### src/rtl/cfgseq_pkg.sv
package cfgseq_pkg;

  localparam logic [7:0] OPC_UPD   = 8'h80;
  localparam logic [7:0] OPC_CAL   = 8'hA0;
  localparam logic [7:0] OPC_SYNC  = 8'hA1;
  localparam logic [7:0] OPC_TAG0  = 8'hB0;
  localparam logic [7:0] OPC_TAGHI = 8'hCF;
  localparam logic [7:0] OPC_PAUSE = 8'hFE;
  localparam logic [7:0] OPC_END   = 8'hFF;

  typedef enum logic [2:0] {
    OPK_DATA, OPK_UPD, OPK_CAL, OPK_SYNC, OPK_TAG, OPK_PAUSE, OPK_END, OPK_BAD
  } opk_e;

  typedef enum logic [2:0] {
    SQ_IDLE, SQ_OP, SQ_AH, SQ_AL, SQ_DATA, SQ_WR, SQ_FIN
  } sq_e;

endpackage

### src/rtl/cfgseq_decode.sv
module cfgseq_decode
  import cfgseq_pkg::*;
#(
  parameter int COND_N = 8,
  localparam int CW = $clog2(COND_N + 1)
) (
  input  logic [7:0]    op_i,
  output opk_e          kind_o,
  output logic [CW-1:0] tag_o
);

  int unsigned tag_idx;

  always_comb begin
    tag_o   = '0;
    tag_idx = 0;
    if (!op_i[7])                               kind_o = OPK_DATA;
    else if (op_i == OPC_UPD)                   kind_o = OPK_UPD;
    else if (op_i == OPC_CAL)                   kind_o = OPK_CAL;
    else if (op_i == OPC_SYNC)                  kind_o = OPK_SYNC;
    else if (op_i == OPC_PAUSE)                 kind_o = OPK_PAUSE;
    else if (op_i == OPC_END)                   kind_o = OPK_END;
    else if (op_i >= OPC_TAG0 && op_i <= OPC_TAGHI) begin
      kind_o = OPK_TAG;
      if (op_i != OPC_TAG0) begin
        tag_idx = ((32'(op_i) - 32'(OPC_TAG0) - 1) % COND_N) + 1;
        tag_o   = CW'(tag_idx);
      end
    end
    else                                        kind_o = OPK_BAD;
  end

endmodule

### src/rtl/cfgseq_cond.sv
module cfgseq_cond #(
  parameter int COND_N = 8,
  localparam int CW = $clog2(COND_N + 1)
) (
  input  logic          clk,
  input  logic          rst_n,
  input  logic          clr_i,
  input  logic          set_i,
  input  logic [CW-1:0] val_i,
  input  logic [CW-1:0] sel_i,
  output logic          apply_o
);

  logic [CW-1:0] active_q;

  always_ff @(posedge clk or negedge rst_n) begin
    if (!rst_n)      active_q <= '0;
    else if (clr_i)  active_q <= '0;
    else if (set_i)  active_q <= val_i;
  end

  assign apply_o = (active_q == '0) || (active_q == sel_i);

  // the active tag never leaves the range none..COND_N
  assert_tag_range_R3: assert property (@(posedge clk) disable iff (!rst_n)
    32'(active_q) <= COND_N);

endmodule

### src/rtl/cfgseq_fetch.sv
module cfgseq_fetch #(
  parameter int MEM_AW = 10
) (
  input  logic              clk,
  input  logic              rst_n,
  input  logic              need_i,
  input  logic              clr_i,
  output logic              req_valid_o,
  input  logic              req_ready_i,
  output logic [MEM_AW-1:0] req_addr_o,
  input  logic              rsp_valid_i,
  input  logic [7:0]        rsp_data_i,
  output logic              byte_valid_o,
  output logic [7:0]        byte_o
);

  typedef enum logic [1:0] {F_IDLE, F_REQ, F_WAIT} fst_e;

  fst_e              fst_q;
  logic [MEM_AW-1:0] ptr_q;

  always_ff @(posedge clk or negedge rst_n) begin
    if (!rst_n) begin
      fst_q <= F_IDLE;
      ptr_q <= '0;
    end else begin
      if (clr_i) ptr_q <= '0;
      unique case (fst_q)
        F_IDLE: if (need_i) fst_q <= F_REQ;
        F_REQ: if (req_ready_i) begin
          ptr_q <= ptr_q + 1'b1;
          fst_q <= F_WAIT;
        end
        F_WAIT: if (rsp_valid_i) fst_q <= F_IDLE;
        default: fst_q <= F_IDLE;
      endcase
    end
  end

  assign req_valid_o  = (fst_q == F_REQ);
  assign req_addr_o   = ptr_q;
  assign byte_valid_o = (fst_q == F_WAIT) && rsp_valid_i;
  assign byte_o       = rsp_data_i;

  // a stalled read request keeps valid and address
  assert_req_hold_R9: assert property (@(posedge clk) disable iff (!rst_n)
    (req_valid_o && !req_ready_i) |=> (req_valid_o && $stable(req_addr_o)));

endmodule

### src/rtl/cfg_bytecode_seq.sv
module cfg_bytecode_seq
  import cfgseq_pkg::*;
#(
  parameter int MEM_AW = 10,
  parameter int REG_AW = 16,
  parameter int COND_N = 8,
  localparam int CW = $clog2(COND_N + 1)
) (
  input  logic              clk,
  input  logic              rst_n,
  input  logic              start_i,
  input  logic [CW-1:0]     cond_sel_i,
  output logic              busy_o,
  output logic              done_o,
  output logic              err_o,
  output logic              mem_req_valid_o,
  input  logic              mem_req_ready_i,
  output logic [MEM_AW-1:0] mem_req_addr_o,
  input  logic              mem_rsp_valid_i,
  input  logic [7:0]        mem_rsp_data_i,
  output logic              reg_wr_valid_o,
  input  logic              reg_wr_ready_i,
  output logic [REG_AW-1:0] reg_wr_addr_o,
  output logic [7:0]        reg_wr_data_o,
  output logic              upd_stb_o,
  output logic              cal_stb_o,
  output logic              sync_stb_o
);

  sq_e           st_q;
  logic [6:0]    cnt_q;
  logic [15:0]   wa_q;
  logic [7:0]    wd_q;
  logic          apply_q, resume_q, err_q;
  logic          upd_q, cal_q, sync_q;

  logic          need, bv, apply, go;
  logic [7:0]    byte_in;
  opk_e          kind;
  logic [CW-1:0] tag_val;

  assign go   = (st_q == SQ_IDLE) && start_i;
  assign need = (st_q == SQ_OP) || (st_q == SQ_AH) || (st_q == SQ_AL) || (st_q == SQ_DATA);

  cfgseq_fetch #(.MEM_AW(MEM_AW)) u_fetch (
    .clk(clk), .rst_n(rst_n), .need_i(need), .clr_i(go && !resume_q),
    .req_valid_o(mem_req_valid_o), .req_ready_i(mem_req_ready_i), .req_addr_o(mem_req_addr_o),
    .rsp_valid_i(mem_rsp_valid_i), .rsp_data_i(mem_rsp_data_i),
    .byte_valid_o(bv), .byte_o(byte_in)
  );

  cfgseq_decode #(.COND_N(COND_N)) u_dec (
    .op_i(byte_in), .kind_o(kind), .tag_o(tag_val)
  );

  cfgseq_cond #(.COND_N(COND_N)) u_cond (
    .clk(clk), .rst_n(rst_n), .clr_i(go),
    .set_i((st_q == SQ_OP) && bv && (kind == OPK_TAG)),
    .val_i(tag_val), .sel_i(cond_sel_i), .apply_o(apply)
  );

  always_ff @(posedge clk or negedge rst_n) begin
    if (!rst_n) begin
      st_q <= SQ_IDLE; cnt_q <= '0; wa_q <= '0; wd_q <= '0;
      apply_q <= 1'b0; resume_q <= 1'b0; err_q <= 1'b0;
      upd_q <= 1'b0; cal_q <= 1'b0; sync_q <= 1'b0;
    end else begin
      upd_q <= 1'b0; cal_q <= 1'b0; sync_q <= 1'b0;
      unique case (st_q)
        SQ_IDLE: if (start_i) begin
          err_q <= 1'b0;
          st_q  <= SQ_OP;
        end
        SQ_OP: if (bv) begin
          unique case (kind)
            OPK_DATA: begin
              cnt_q   <= byte_in[6:0];
              apply_q <= apply;
              st_q    <= SQ_AH;
            end
            OPK_UPD:   upd_q  <= 1'b1;
            OPK_CAL:   cal_q  <= 1'b1;
            OPK_SYNC:  sync_q <= 1'b1;
            OPK_TAG:   ;
            OPK_PAUSE: begin resume_q <= 1'b1; st_q <= SQ_FIN; end
            OPK_END:   begin resume_q <= 1'b0; st_q <= SQ_FIN; end
            default:   err_q <= 1'b1;
          endcase
        end
        SQ_AH: if (bv) begin wa_q[15:8] <= byte_in; st_q <= SQ_AL;   end
        SQ_AL: if (bv) begin wa_q[7:0]  <= byte_in; st_q <= SQ_DATA; end
        SQ_DATA: if (bv) begin
          if (apply_q) begin
            wd_q <= byte_in;
            st_q <= SQ_WR;
          end else if (cnt_q == '0) st_q <= SQ_OP;
          else                      cnt_q <= cnt_q - 1'b1;
        end
        SQ_WR: if (reg_wr_ready_i) begin
          wa_q <= wa_q + 1'b1;
          if (cnt_q == '0) st_q <= SQ_OP;
          else begin
            cnt_q <= cnt_q - 1'b1;
            st_q  <= SQ_DATA;
          end
        end
        SQ_FIN:  st_q <= SQ_IDLE;
        default: st_q <= SQ_IDLE;
      endcase
    end
  end

  assign busy_o         = (st_q != SQ_IDLE) && (st_q != SQ_FIN);
  assign done_o         = (st_q == SQ_FIN);
  assign err_o          = err_q;
  assign reg_wr_valid_o = (st_q == SQ_WR);
  assign reg_wr_addr_o  = REG_AW'(wa_q);
  assign reg_wr_data_o  = wd_q;
  assign upd_stb_o      = upd_q;
  assign cal_stb_o      = cal_q;
  assign sync_stb_o     = sync_q;

  // a stalled register write holds valid, address and data
  assert_wr_hold_R8: assert property (@(posedge clk) disable iff (!rst_n)
    (reg_wr_valid_o && !reg_wr_ready_i) |=>
      (reg_wr_valid_o && $stable(reg_wr_addr_o) && $stable(reg_wr_data_o)));

  // done lasts a single cycle
  assert_done_pulse_R6: assert property (@(posedge clk) disable iff (!rst_n)
    done_o |=> !done_o);

  // busy only rises after a start request
  assert_busy_start_R6: assert property (@(posedge clk) disable iff (!rst_n)
    $rose(busy_o) |-> $past(start_i));

  // strobes never overlap
  assert_strobe_excl_R2: assert property (@(posedge clk) disable iff (!rst_n)
    $onehot0({upd_stb_o, cal_stb_o, sync_stb_o}));

  // no memory fetch while a register write is pending
  assert_no_fetch_in_write_R1: assert property (@(posedge clk) disable iff (!rst_n)
    reg_wr_valid_o |=> !($rose(mem_req_valid_o)));

endmodule

### config.mk
export PLATFORM = sky130hd
export DESIGN_NAME = cfg_bytecode_seq
export DESIGN_NICKNAME = d
export VERILOG_FILES = /design/src/rtl/cfgseq_pkg.sv /design/src/rtl/cfgseq_decode.sv /design/src/rtl/cfgseq_cond.sv /design/src/rtl/cfgseq_fetch.sv /design/src/rtl/cfg_bytecode_seq.sv
export SDC_FILE = /design/constraint.sdc
export NUM_CORES = 1
export LEC_CHECK = 0
export BUFFER_PORTS_ARGS = -buffer_cell sky130_fd_sc_hd__buf_2
export CAP_MARGIN = 15
export CELL_PAD_IN_SITES_DETAIL_PLACEMENT = 0
export CELL_PAD_IN_SITES_GLOBAL_PLACEMENT = 2
export CORE_MARGIN = 2
export CORE_UTILIZATION = 34
export DETAILED_ROUTE_END_ITERATION = 10
export PLACE_DENSITY_LB_ADDON = 0.1
export SLEW_MARGIN = 20
export SYNTH_ARGS = -nofsm -noshare
export SYNTH_HDL_FRONTEND = slang
export SYNTH_SLANG_ARGS = --single-unit
### constraint.sdc
create_clock -name clk -period 2.3 [get_ports clk]
set_input_delay 0.115 -clock clk [delete_from_list [all_inputs] [get_ports clk]]
set_output_delay 0.115 -clock clk [all_outputs]
set_load 0.02 [all_outputs]
==> summary.md, run 1 <==
| Metric | Value |
|---|---|
| TritonCTS Sinks | between 50 and 60 |
| CTS H-tree lvls | 2 |
| Worst EP required | 2.50 ns |
| Root Buffer | clkbuf_8 |
| CP startpoint kind | register |
| Synth Instances | around 380 |
| # Post-CTS Setup Buffers | 0 |
| Top_reg_cell synth | dfrtp_1 |
| Worst-Skew Late Latency | a little over 0.3 ns |
| Worst path max stage delay | roughly 0.52 ns |
| Largest net degree at the start of global routing | 32 |
| Worst-Margin Slew | about 0.69 ns |
| Finish-stage setup viols | 0 |
| Design Power | 4400 uW |
| FFs w/ async S/R, synth | between 90% and 100% |
| Inserted Diodes | 0 |
| Synth top cells by count | dfrtp_1 (56), nor2_1 (41), nand2_1 (39) |
| Wire per inst | about 16 um |
| Worst slew margin | a little over half |
| Seq cells post-synth | 56 |
| Most frequent cell after synthesis | dfrtp_1 |
| Status | completed |
| Die area | 10,700 um^2 |
| Fraction of the mapped netlist area in adder cells | around 3% |
| Initial antenna violation count | 0 |
| Core ar. | between 9000 and 10,000 um^2 |
| Via/cell ratio | between 5 and 6 |
| Gpl congestion | between 0.7 and 0.8 |
| Sequential element share of the synthesized area | 41.6% |
| I/O Pins | 60 |
| Die H | around 100 um |
| DRC violations left | 0 |
| Starting Density | 34.8% |
| Final worst path period need | roughly 2.1 ns |
| Crit-path leading delay family | compound AO/OA/AOI/OAI gates |
| Clk slew on worst S/H paths | ~0.1 ns |
| DRT Pass-1 Iters | 4 |
| Ys Warns | 0 |
| First-pass GRT wire length | between 15 and 20 mm |
| Area growth from synthesis to layout | 18.0% |
| Worst path slowest cell | or4b_4 |
| Longest Clk Path Bufs | 2 |
| Post-synth EDFFs | 0 |
| Yosys top cell area share | between 40% and 50% |
| Num CTS Buffers | 5 |
| Avg Cell Area, Syn | between 8 and 9 um^2 |
| Final hold vios | 0 |
| Via Count | around 3,000 |
| Total GRT Usage | 17.4% |
| Compound-Gate Fraction of Synth Area | 22.1% |
| Synth Cell Area | 3370 um^2 |
| CP Max Fanout | 14 |
| Pleak | between 0.0015 and 0.002 uW |
| Most used cell, CP | a21oi_1 |
| Achievable Freq | roughly 470 MHz |
| Worst hold path type | input port to register |
| Multiplexer share of the synthesized area | approximately 3.8% |
| WS Path Type | register to register |
| Hpwl dp | about 6.9 mm |
| Fin crit share | around 93% |
| Cell variety after synth | 62 |
| Worst VDD drop | approximately 0.49 mV |
| 1st-iter DRT viols | about 120 |
| Post-synth top area cell | dfrtp_1 |
| Post-route ant nets | 0 |
| Setup crit end kind | register |
| Synth area leaders | dfrtp_1 (42%), o21ai_0 (5.1%), nor2_1 (4.6%) |
| Post-Synth XOR/XNOR Area | ~2.9% |
| CTS tree | yes |
| Row cnt | 36 |
| Number of global-route vias before repair | between 2,000 and 3,000 |
| Total gr overflow | 0 |
| Largest family of logic cells by synthesized area | compound AO/OA/AOI/OAI gates |
| Fin. max-slew vios | 0 |
| Chip width | 104 um |
| PwrDens | approximately 1100 nW/um^2 |
| Fin Clk Skew | between 0.006 and 0.007 ns |
| Share of cells above drive strength 1 | between 20% and 30% |
| RSZ-0062 raised after global routing | false |
| Final setup TNS | 0 ns |
| Drt total wl | between 9 and 10 mm |
| Post-Syn Nets | approximately 400 |
| Simple-Gate Fraction of Synth Area | 21.9% |
| CP Cell Sequence | inv_1 -> ha_1 -> or4b_4 -> o31ai_1 -> a21oi_1 -> o21ai_2 -> buf_4 -> a21oi_1 -> o22a_1 |
| # Max-Cap Violations | 0 |
| Bufs and invs on worst path | 2 |
| Final-stage net count | 470 |
| Buffers on Ports | roughly 60 |
| WP data arrival | about 2.3 ns |
[final timing paths]
path,start,cells after the start,endpoint,slack [ns]
max,cnt_q[0]$_DFFE_PN0P_,9,cnt_q[5]$_DFFE_PN0P_,0.16
min,mem_rsp_valid_i,2,u_fetch.fst_q[1]$_DFFE_PN0P_,0.02
min reg2reg,reg_wr_data_o[1]$_DFFE_PN0P_,2,reg_wr_data_o[1]$_DFFE_PN0P_,0.48
max in group asynchronous,rst_n,3,reg_wr_data_o[4]$_DFFE_PN0P_,1.31
max reg2reg,cnt_q[0]$_DFFE_PN0P_,9,cnt_q[5]$_DFFE_PN0P_,0.16
min in group asynchronous,rst_n,2,u_fetch.req_addr_o[8]$_DFF_PN0_,0.38
[worst reg2reg max path, stage by stage, from the launching register on]
cell     delay [ns]
dfrtp_1        0.41
inv_1          0.07
ha_1           0.17
or4b_4         0.52
o31ai_1        0.21
a21oi_1        0.11
o21ai_2        0.11
buf_4          0.19
a21oi_1        0.06
o22a_1         0.18
[flip-flops by register name, indices dropped and copies added, names as in the netlist]
| register | flops |
|---|---|
| resume_q | 1 |
| apply_q | 1 |
| u_cond.active_q | 4 |
| sync_stb_o | 1 |
| st_q | 3 |
| reg_wr_data_o | 8 |
| upd_stb_o | 1 |
| u_fetch.fst_q | 2 |
| err_o | 1 |
| cal_stb_o | 1 |
| reg_wr_addr_o | 16 |
| u_fetch.req_addr_o | 10 |
| cnt_q | 7 |
[cells by family (layout without fill, tap and decap cells)]
logic type               after synthesis  after routing
adder cells (fa/ha/maj)                8              8
buffers and inverters                 28             97
XOR/XNOR                              11             11
multiplexers                          12             12
flip-flops                            56             56
AND/OR/NAND/NOR                      145            145
AO/OA/AOI/OAI                        116            116
[cell usage in the layout, fill, tap and decap left out, types with 4 or more instances in the layout]
| cell | instances |
|---|---|
| clkbuf_8 | 6 |
| o31ai_1 | 4 |
| a31oi_1 | 10 |
| and3_1 | 7 |
| inv_1 | 11 |
| xnor2_1 | 5 |
| o22a_1 | 11 |
| xor2_1 | 6 |
| nor2_1 | 41 |
| a21oi_1 | 30 |
| mux2_2 | 7 |
| nor2b_1 | 4 |
| o21ai_0 | 34 |
| mux2i_1 | 5 |
| nand2b_1 | 5 |
| ha_1 | 8 |
| nand2_1 | 39 |
| nand3_1 | 19 |
| buf_4 | 17 |
| dfrtp_1 | 56 |
| o22ai_1 | 4 |
| buf_2 | 59 |
[power by group]
| part | internal [uW] | total, uW | switching [uW] |
|---|---|---|---|
| logic | 840 | 2150 | 1310 |
| clock network | 246 | 576 | 330 |
| registers | 1310 | 1670 | 367 |
| total | 2390 | 4400 | 2010 |
[routing by layer]
layer / routed length (um) / share of wire (%) / GRT usage, %
met5: 0 / 0 / 0
met4: 159 / 1.7 / 4.83
met3: 315 / 3.4 / 2.45
met2: 4310 / 46 / 28.4
met1: 4490 / 48 / 24.3
[metrics by stage]
step / instances / hold slack [ns] / util [%] / worst slack (ns) / instance area (um^2)
floorplan: 376 / -0.181 / - / 0.285 / 3370
global placement: 569 / 0.204 / 39.8 / 0.173 / 3860
detailed placement: 569 / 0.203 / 39.8 / 0.118 / 3860
CTS: 578 / 0.0138 / 40.9 / 0.107 / 3960
global route: 578 / 0.0567 / 41.0 / 0.0510 / 3970
finish: 578 / 0.0225 / 41.0 / 0.160 / 3970
[area by class of cell]
cell class	instances	area [um^2]
well taps	133	166
clock buffers	7	86.3
inverters	11	41.3
fillers	1011	5710
repair buffers	78	453
multi-input cells	292	1820
clock inverters	1	7.51
flip-flops and latches	56	1400
[timing repair]
action | in CTS | in global routing
resized for setup | 0 | 2
hold buffers | 1 | 0
hold endpoints to repair | 25 | 0
setup endpoints to repair | 0 | 5
(Power assumes the default switching activity.)
==> run 2: changes to the inputs <==
Settings changed: MAX_ROUTING_LAYER set to met4.
==> run 2 against run 1 <==
Clock power hardly changed; combinational power hardly changed; count of clock-buffer cells in the layout stayed put; critical endpoint unchanged.
==> summary.md, run 2 (same netlist as run 1, synthesis figures left out) <==
| Metric | Value |
|---|---|
| CP startpoint kind | register (unchanged) |
| # Post-CTS Setup Buffers | 0 (unchanged) |
| DRT Pass-1 Iters | 4 (unchanged) |
| Area growth from synthesis to layout | 18.0% (unchanged) |
| Root Buffer | clkbuf_8 (unchanged) |
| Share of cells above drive strength 1 | 23.4% (unchanged) |
| Met1 Use GR | 24.5% (was 24.3%) |
| PwrDens | 1110 nW/um^2 (about the same) |
| Die H | 104 um (unchanged) |
| Max reg flops | 16 (unchanged) |
| # Max-Cap Violations | 0 (unchanged) |
| Worst-Margin Slew | 0.694 ns (was 0.689 ns) |
| Area occupied by multi-input gates | 1820 um^2 (unchanged) |
| Num CTS Buffers | 5 (unchanged) |
| Inserted Diodes | 0 (unchanged) |
| Met2 GRT Util | 28.3% (was 28.4%) |
| 1st-iter DRT viols | 128 (was 122) |
| Top Usage Layer GRT | met2 (unchanged) |
| Die area | 10,700 um^2 (unchanged) |
| Initial antenna violation count | 0 (unchanged) |
| Flop2flop setup slack | 0.16 ns (about the same) |
| Largest net degree at the start of global routing | 32 (unchanged) |
| CP Cell Sequence | inv_1 -> ha_1 -> or4b_4 -> o31ai_1 -> a21oi_1 -> o21ai_2 -> buf_4 -> a21oi_1 -> o22a_1 (unchanged) |
| Pleak | 0.00181 uW (unchanged) |
| Worst-Skew Late Latency | 0.31 ns (about the same) |
| RSZ-0062 raised after global routing | false (unchanged) |
| Non-filler cells, final | 578 (unchanged) |
| Register Area | 1400 um^2 (unchanged) |
| Bufs and invs on worst path | 2 (unchanged) |
| Worst VDD drop | 0.488 mV (was 0.489 mV) |
| Hpwl dp | 6.86 mm (unchanged) |
| Clk slew on worst S/H paths | 0.10 ns (about the same) |
| Placed Cells | 569 (unchanged) |
| Fin. max-slew vios | 0 (unchanged) |
| CTS tree | yes (unchanged) |
| First-pass GRT wire length | 15.3 mm (about the same) |
| Post-route ant nets | 0 (unchanged) |
| DRC violations left | 0 (unchanged) |
| Number of global-route vias before repair | 2,939 (was 2,942) |
| Fin crit share | 93.0% (was 93.1%) |
| Status | completed (unchanged) |
| Chip width | 104 um (unchanged) |
| Buffers on Ports | 59 (unchanged) |
| Starting Density | 34.8% (unchanged) |
| CTS H-tree lvls | 2 (unchanged) |
| Worst EP required | 2.51 ns (was 2.50 ns) |
| Final setup TNS | 0 ns (unchanged) |
| WP data arrival | 2.34 ns (about the same) |
| Total gr overflow | 0 (unchanged) |
| Total GRT Usage | 18.0% (was 17.4%) |
| FILL cells | 1,011 (unchanged) |
| Setup crit end kind | register (unchanged) |
| Final-stage net count | 470 (unchanged) |
| Longest Clk Path Bufs | 2 (unchanged) |
| I/O Pins | 60 (unchanged) |
| Via/cell ratio | 5.30 (was 5.31) |
| TritonCTS Sinks | 56 (unchanged) |
| Drt total wl | 9.27 mm (about the same) |
| Final worst path period need | 2.14 ns (about the same) |
| Met3 Use GR | 2.33% (was 2.45%) |
| Core ar. | 9680 um^2 (unchanged) |
| Worst slew margin | 53.7% (was 54.1%) |
| Most used cell, CP | a21oi_1 (unchanged) |
| Crit-path leading delay family | compound AO/OA/AOI/OAI gates (unchanged) |
| Worst path max stage delay | 0.52 ns (about the same) |
| Most frequent cells in the layout | buf_2 (59), dfrtp_1 (56), nor2_1 (41) (unchanged) |
| CP Max Fanout | 14 (unchanged) |
| Finish-stage setup viols | 0 (unchanged) |
| Worst hold path type | input port to register (unchanged) |
| Fin Clk Skew | 0.00612 ns (was 0.00656 ns) |
| Final hold vios | 0 (unchanged) |
| Wire per inst | 16.0 um (about the same) |
| Worst path slowest cell | or4b_4 (unchanged) |
| Gpl congestion | 0.809 (was 0.797) |
| Row cnt | 36 (unchanged) |
| Via Count | 3,064 (was 3,067) |
| Achievable Freq | 467 MHz (about the same) |
| Most common cell after layout, fill and taps aside | buf_2 (unchanged) |
| WS Path Type | register to register (unchanged) |
==> run 2: cell counts in the layout (fill, tap and decap cells not counted) <==
Identical to the previous run, type by type.
==> run 2: power breakdown <==
group | total (uW) | internal, uW | switching [uW]
Combinational | 2150 | 840 | 1310
Clock | 578 | 246 | 332
Sequential | 1670 | 1310 | 368
Total | 4400 | 2390 | 2010
==> run 2: worst paths after layout <==
path,endpoint,from,cells past startpoint
max,cnt_q[5]$_DFFE_PN0P_,cnt_q[0]$_DFFE_PN0P_,9
min,u_fetch.fst_q[1]$_DFFE_PN0P_,mem_rsp_valid_i,2
max reg2reg,cnt_q[5]$_DFFE_PN0P_,cnt_q[0]$_DFFE_PN0P_,9
min reg2reg,reg_wr_data_o[1]$_DFFE_PN0P_,reg_wr_data_o[1]$_DFFE_PN0P_,2
max in group asynchronous,reg_wr_data_o[4]$_DFFE_PN0P_,rst_n,3
min in group asynchronous,u_fetch.req_addr_o[8]$_DFF_PN0_,rst_n,2
==> run 2: worst register-to-register path, cell delays in order, from the launching register on <==
cell	delay [ns]
dfrtp_1	0.41
inv_1	0.07
ha_1	0.17
or4b_4	0.52
o31ai_1	0.21
a21oi_1	0.11
o21ai_2	0.11
buf_4	0.19
a21oi_1	0.06
o22a_1	0.18
==> run 2: layout make-up <==
class                           instances  share of cell area (%)
Sequential cell                        56                    35.3
Clock inverter                          1                   0.189
Tap cell                              133                    4.19
Multi-Input combinational cell        292                    45.7
Timing Repair Buffer                   78                    11.4
Inverter                               11                    1.04
Clock buffer                            7                    2.17
==> run 2: what timing repair did <==
| item | 4_1_cts | 5_1_grt |
|---|---|---|
| resized for setup | 0 | 2 |
| setup endpoints to repair | 0 | 5 |
| hold buffers | 1 | 0 |
| hold endpoints to repair | 25 | 0 |
==> run 2: per-layer routing <==
metal	wire length [um]	part of all wire, %
met5	0	0
met4	159	1.7
met3	290	3.1
met2	4290	46
met1	4530	49
==> run 2: stage by stage <==
stage | area [um^2] | setup WS [ns] | power (uW) | util, % | hold WS (ns)
3_3_place_gp | 3860 | 0.173 | 3820 | 39.8 | 0.204
3_5_place_dp | 3860 | 0.118 | 3840 | 39.8 | 0.203
2_1_floorplan | 3370 | 0.285 | 3140 | - | -0.181
5_1_grt | 3970 | 0.0506 | 4760 | 41.0 | 0.0567
4_1_cts | 3960 | 0.107 | 4440 | 40.9 | 0.0138
6_report | 3970 | 0.161 | 4400 | 41.0 | 0.0199
==> run 3: changes to the inputs <==
Settings changed: CORE_UTILIZATION 34 to 31, GPL_TIMING_DRIVEN set to 0.
Clock period 2.3 ns to 1.9 ns, I/O delays scaled along.
==> run 3 against run 2 <==
Flip-flop and latch count did not move; count of clock-buffer cells in the layout shrank 2; die area rose by 9.3%; hold slack better by 0.048 ns; the run now ends with setup timing left; final area grew 7.3%; first-iteration DRC count grew 25%; critical endpoint is now cnt_q[0]$_DFFE_PN0P_; non-clock buffer count increased by 12; critical path type unchanged.
==> summary.md, run 3 (same netlist as run 1, synthesis figures left out) <==
| Metric | Value |
|---|---|
| Wire per inst | 16.6 um (was 16.0 um) |
| Root Buffer | clkbuf_8 (unchanged) |
| Via/cell ratio | 5.27 (was 5.30) |
| Worst EP required | 2.12 ns (was 2.51 ns) |
| Worst slew margin | 49.3% (was 53.7%) |
| Inserted Diodes | 0 (unchanged) |
| DRC violations left | 0 (unchanged) |
| Initial antenna violation count | 0 (unchanged) |
| Failing checks | setup timing |
| Total gr overflow | 0 (unchanged) |
| Fin Clk Skew | 0.0153 ns (was 0.00612 ns) |
| Largest net degree at the start of global routing | 57 (was 32) |
| # Max-Cap Violations | 0 (unchanged) |
| Worst VDD drop | 0.605 mV (was 0.488 mV) |
| Max reg flops | 16 (unchanged) |
| Worst-Skew Late Latency | 0.32 ns (was 0.31 ns) |
| Worst-Margin Slew | 0.760 ns (was 0.694 ns) |
| Most frequent cells in the layout | buf_2 (59), dfrtp_1 (52), nor2_1 (39) (was buf_2 (59), dfrtp_1 (56), nor2_1 (41)) |
| DRT Pass-1 Iters | 4 (unchanged) |
| Final worst path period need | 2.04 ns (was 2.14 ns) |
| Placed Cells | 574 (was 569) |
| I/O Pins | 60 (unchanged) |
| CP startpoint kind | register (unchanged) |
| Final hold vios | 0 (unchanged) |
| Final core occ | 39.8% (was 41.0%) |
| Area growth from synthesis to layout | 26.6% (was 18.0%) |
| WS Path Type | register to register (unchanged) |
| Clk slew on worst S/H paths | 0.11 ns (was 0.10 ns) |
| First-pass GRT wire length | 15.8 mm (was 15.3 mm) |
| Drt total wl | 9.89 mm (was 9.27 mm) |
| Finish-stage setup viols | 9 (was 0) |
| Most common cell after layout, fill and taps aside | buf_2 (unchanged) |
| Longest Clk Path Bufs | 2 (unchanged) |
| Number of global-route vias before repair | 3,050 (was 2,939) |
| Pleak | 0.00191 uW (was 0.00181 uW) |
| Area occupied by multi-input gates | 1940 um^2 (was 1820 um^2) |
| Status | complete, but fails checks (was completed) |
| Worst hold path type | input port to register (unchanged) |
| Setup ws final | -0.145 ns (was 0.161 ns) |
| Total GRT Usage | 17.7% (was 18.0%) |
| Post-route ant nets | 0 (unchanged) |
| Final-stage net count | 482 (was 470) |
| Core ar. | 10,700 um^2 (was 9680 um^2) |
| Via Count | 3,144 (was 3,064) |
| Num CTS Buffers | 5 (unchanged) |
| Fin. max-slew vios | 0 (unchanged) |
| Row cnt | 38 (was 36) |
| Chip width | 108 um (was 104 um) |
| WP data arrival | 2.27 ns (was 2.34 ns) |
| 1st-iter DRT viols | 160 (was 128) |
| Register Area | 1410 um^2 (was 1400 um^2) |
| Share of cells above drive strength 1 | 30.0% (was 23.4%) |
| FILL cells | 1,125 (was 1,011) |
| CTS tree | yes (unchanged) |
| TritonCTS Sinks | 56 (unchanged) |
| CP Max Fanout | 6 (was 14) |
| Buffers on Ports | 58 (was 59) |
| Fin crit share | 108% (was 93.0%) |
| Starting Density | 31.5% (was 34.8%) |
| Design Power | 5970 uW (was 4400 uW) |
| Hpwl dp | 6.99 mm (was 6.86 mm) |
| Final setup TNS | -0.886 ns (was 0 ns) |
| Die area | 11,700 um^2 (was 10,700 um^2) |
| PwrDens | 1400 nW/um^2 (was 1110 nW/um^2) |
| CTS H-tree lvls | 2 (unchanged) |
| RSZ-0062 raised after global routing | true (was false) |
| Die H | 108 um (was 104 um) |
| Achievable Freq | 489 MHz (was 467 MHz) |
| Setup crit end kind | register (unchanged) |
| Non-filler cells, final | 597 (was 578) |
| Gpl congestion | 0.804 (was 0.809) |
-- run 3: power by group --
| group | total [uW] | switching [uW] | internal, uW | leakage (uW) |
|---|---|---|---|---|
| clock network | 812 | 421 | 391 | 0.0000541 |
| registers | 2040 | 455 | 1590 | 0.000707 |
| logic | 3110 | 1790 | 1320 | 0.00114 |
-- run 3: worst paths after layout --
kind,start,to,slack [ns],cells after the start
setup / recovery,cnt_q[0]$_DFFE_PN0P_,cnt_q[0]$_DFFE_PN0P_,-0.14,10
hold / removal,mem_req_ready_i,u_fetch.fst_q[0]$_DFFE_PN0P_,0.07,3
setup reg to reg,cnt_q[0]$_DFFE_PN0P_,cnt_q[0]$_DFFE_PN0P_,-0.14,10
hold reg to reg,reg_wr_data_o[1]$_DFFE_PN0P_,reg_wr_data_o[1]$_DFFE_PN0P_,0.48,2
max in group asynchronous,rst_n,reg_wr_addr_o[0]$_DFFE_PN0P_,0.97,2
min in group asynchronous,rst_n,u_fetch.req_addr_o[6]$_DFF_PN0_,0.39,2
-- run 3: critical path: stages (launching register included) --
cell and delay, ns:
dfrtp_1 0.41, inv_1 0.09, ha_4 0.13, or4b_4 0.51, o31ai_4 0.20, a21oi_2 0.08
o21ai_2 0.15, buf_6 0.14, buf_6 0.12, o21ai_1 0.06, o31ai_1 0.06
-- run 3: metrics by stage --
step,hold slack [ns],instance area [um^2],worst slack (ns)
detailed placement,0.227,3840,-0.342
global route,0.0648,4260,-0.235
CTS,0.0606,4130,-0.196
finish,0.0678,4260,-0.145
floorplan,-0.201,3370,-0.0614
global placement,0.326,3840,-0.389
-- run 3: cell type report --
type / instances / share of cell area (%)
Inverter: 11 / 1.03
Sequential cell: 56 / 33.0
Buffer: 14 / 3.46
Clock inverter: 3 / 0.998
Tap cell: 140 / 4.11
Clock buffer: 5 / 1.61
Timing Repair Buffer: 76 / 10.3
Multi-Input combinational cell: 292 / 45.4
-- run 3: timing repair --
item                                    4_1_cts  5_1_grt
hold buffers                                  2        0
gates cloned                                  1        0
buffers inserted                              9        6
resized for setup                            31       31
endpoints found under the setup margin       43       27
endpoints found under the hold margin        57        0
pin swaps                                    12       10
-- run 3: layer usage --
layer | share of wire (%) | vias up | GRT usage (%)
met4 | 0.68 | 0 | 2.75
li1 | - | 1530 | -
met1 | 47 | 1536 | 23.9
met3 | 3.1 | 5 | 2.35
met2 | 49 | 73 | 29.0
met5 | 0 | - | -
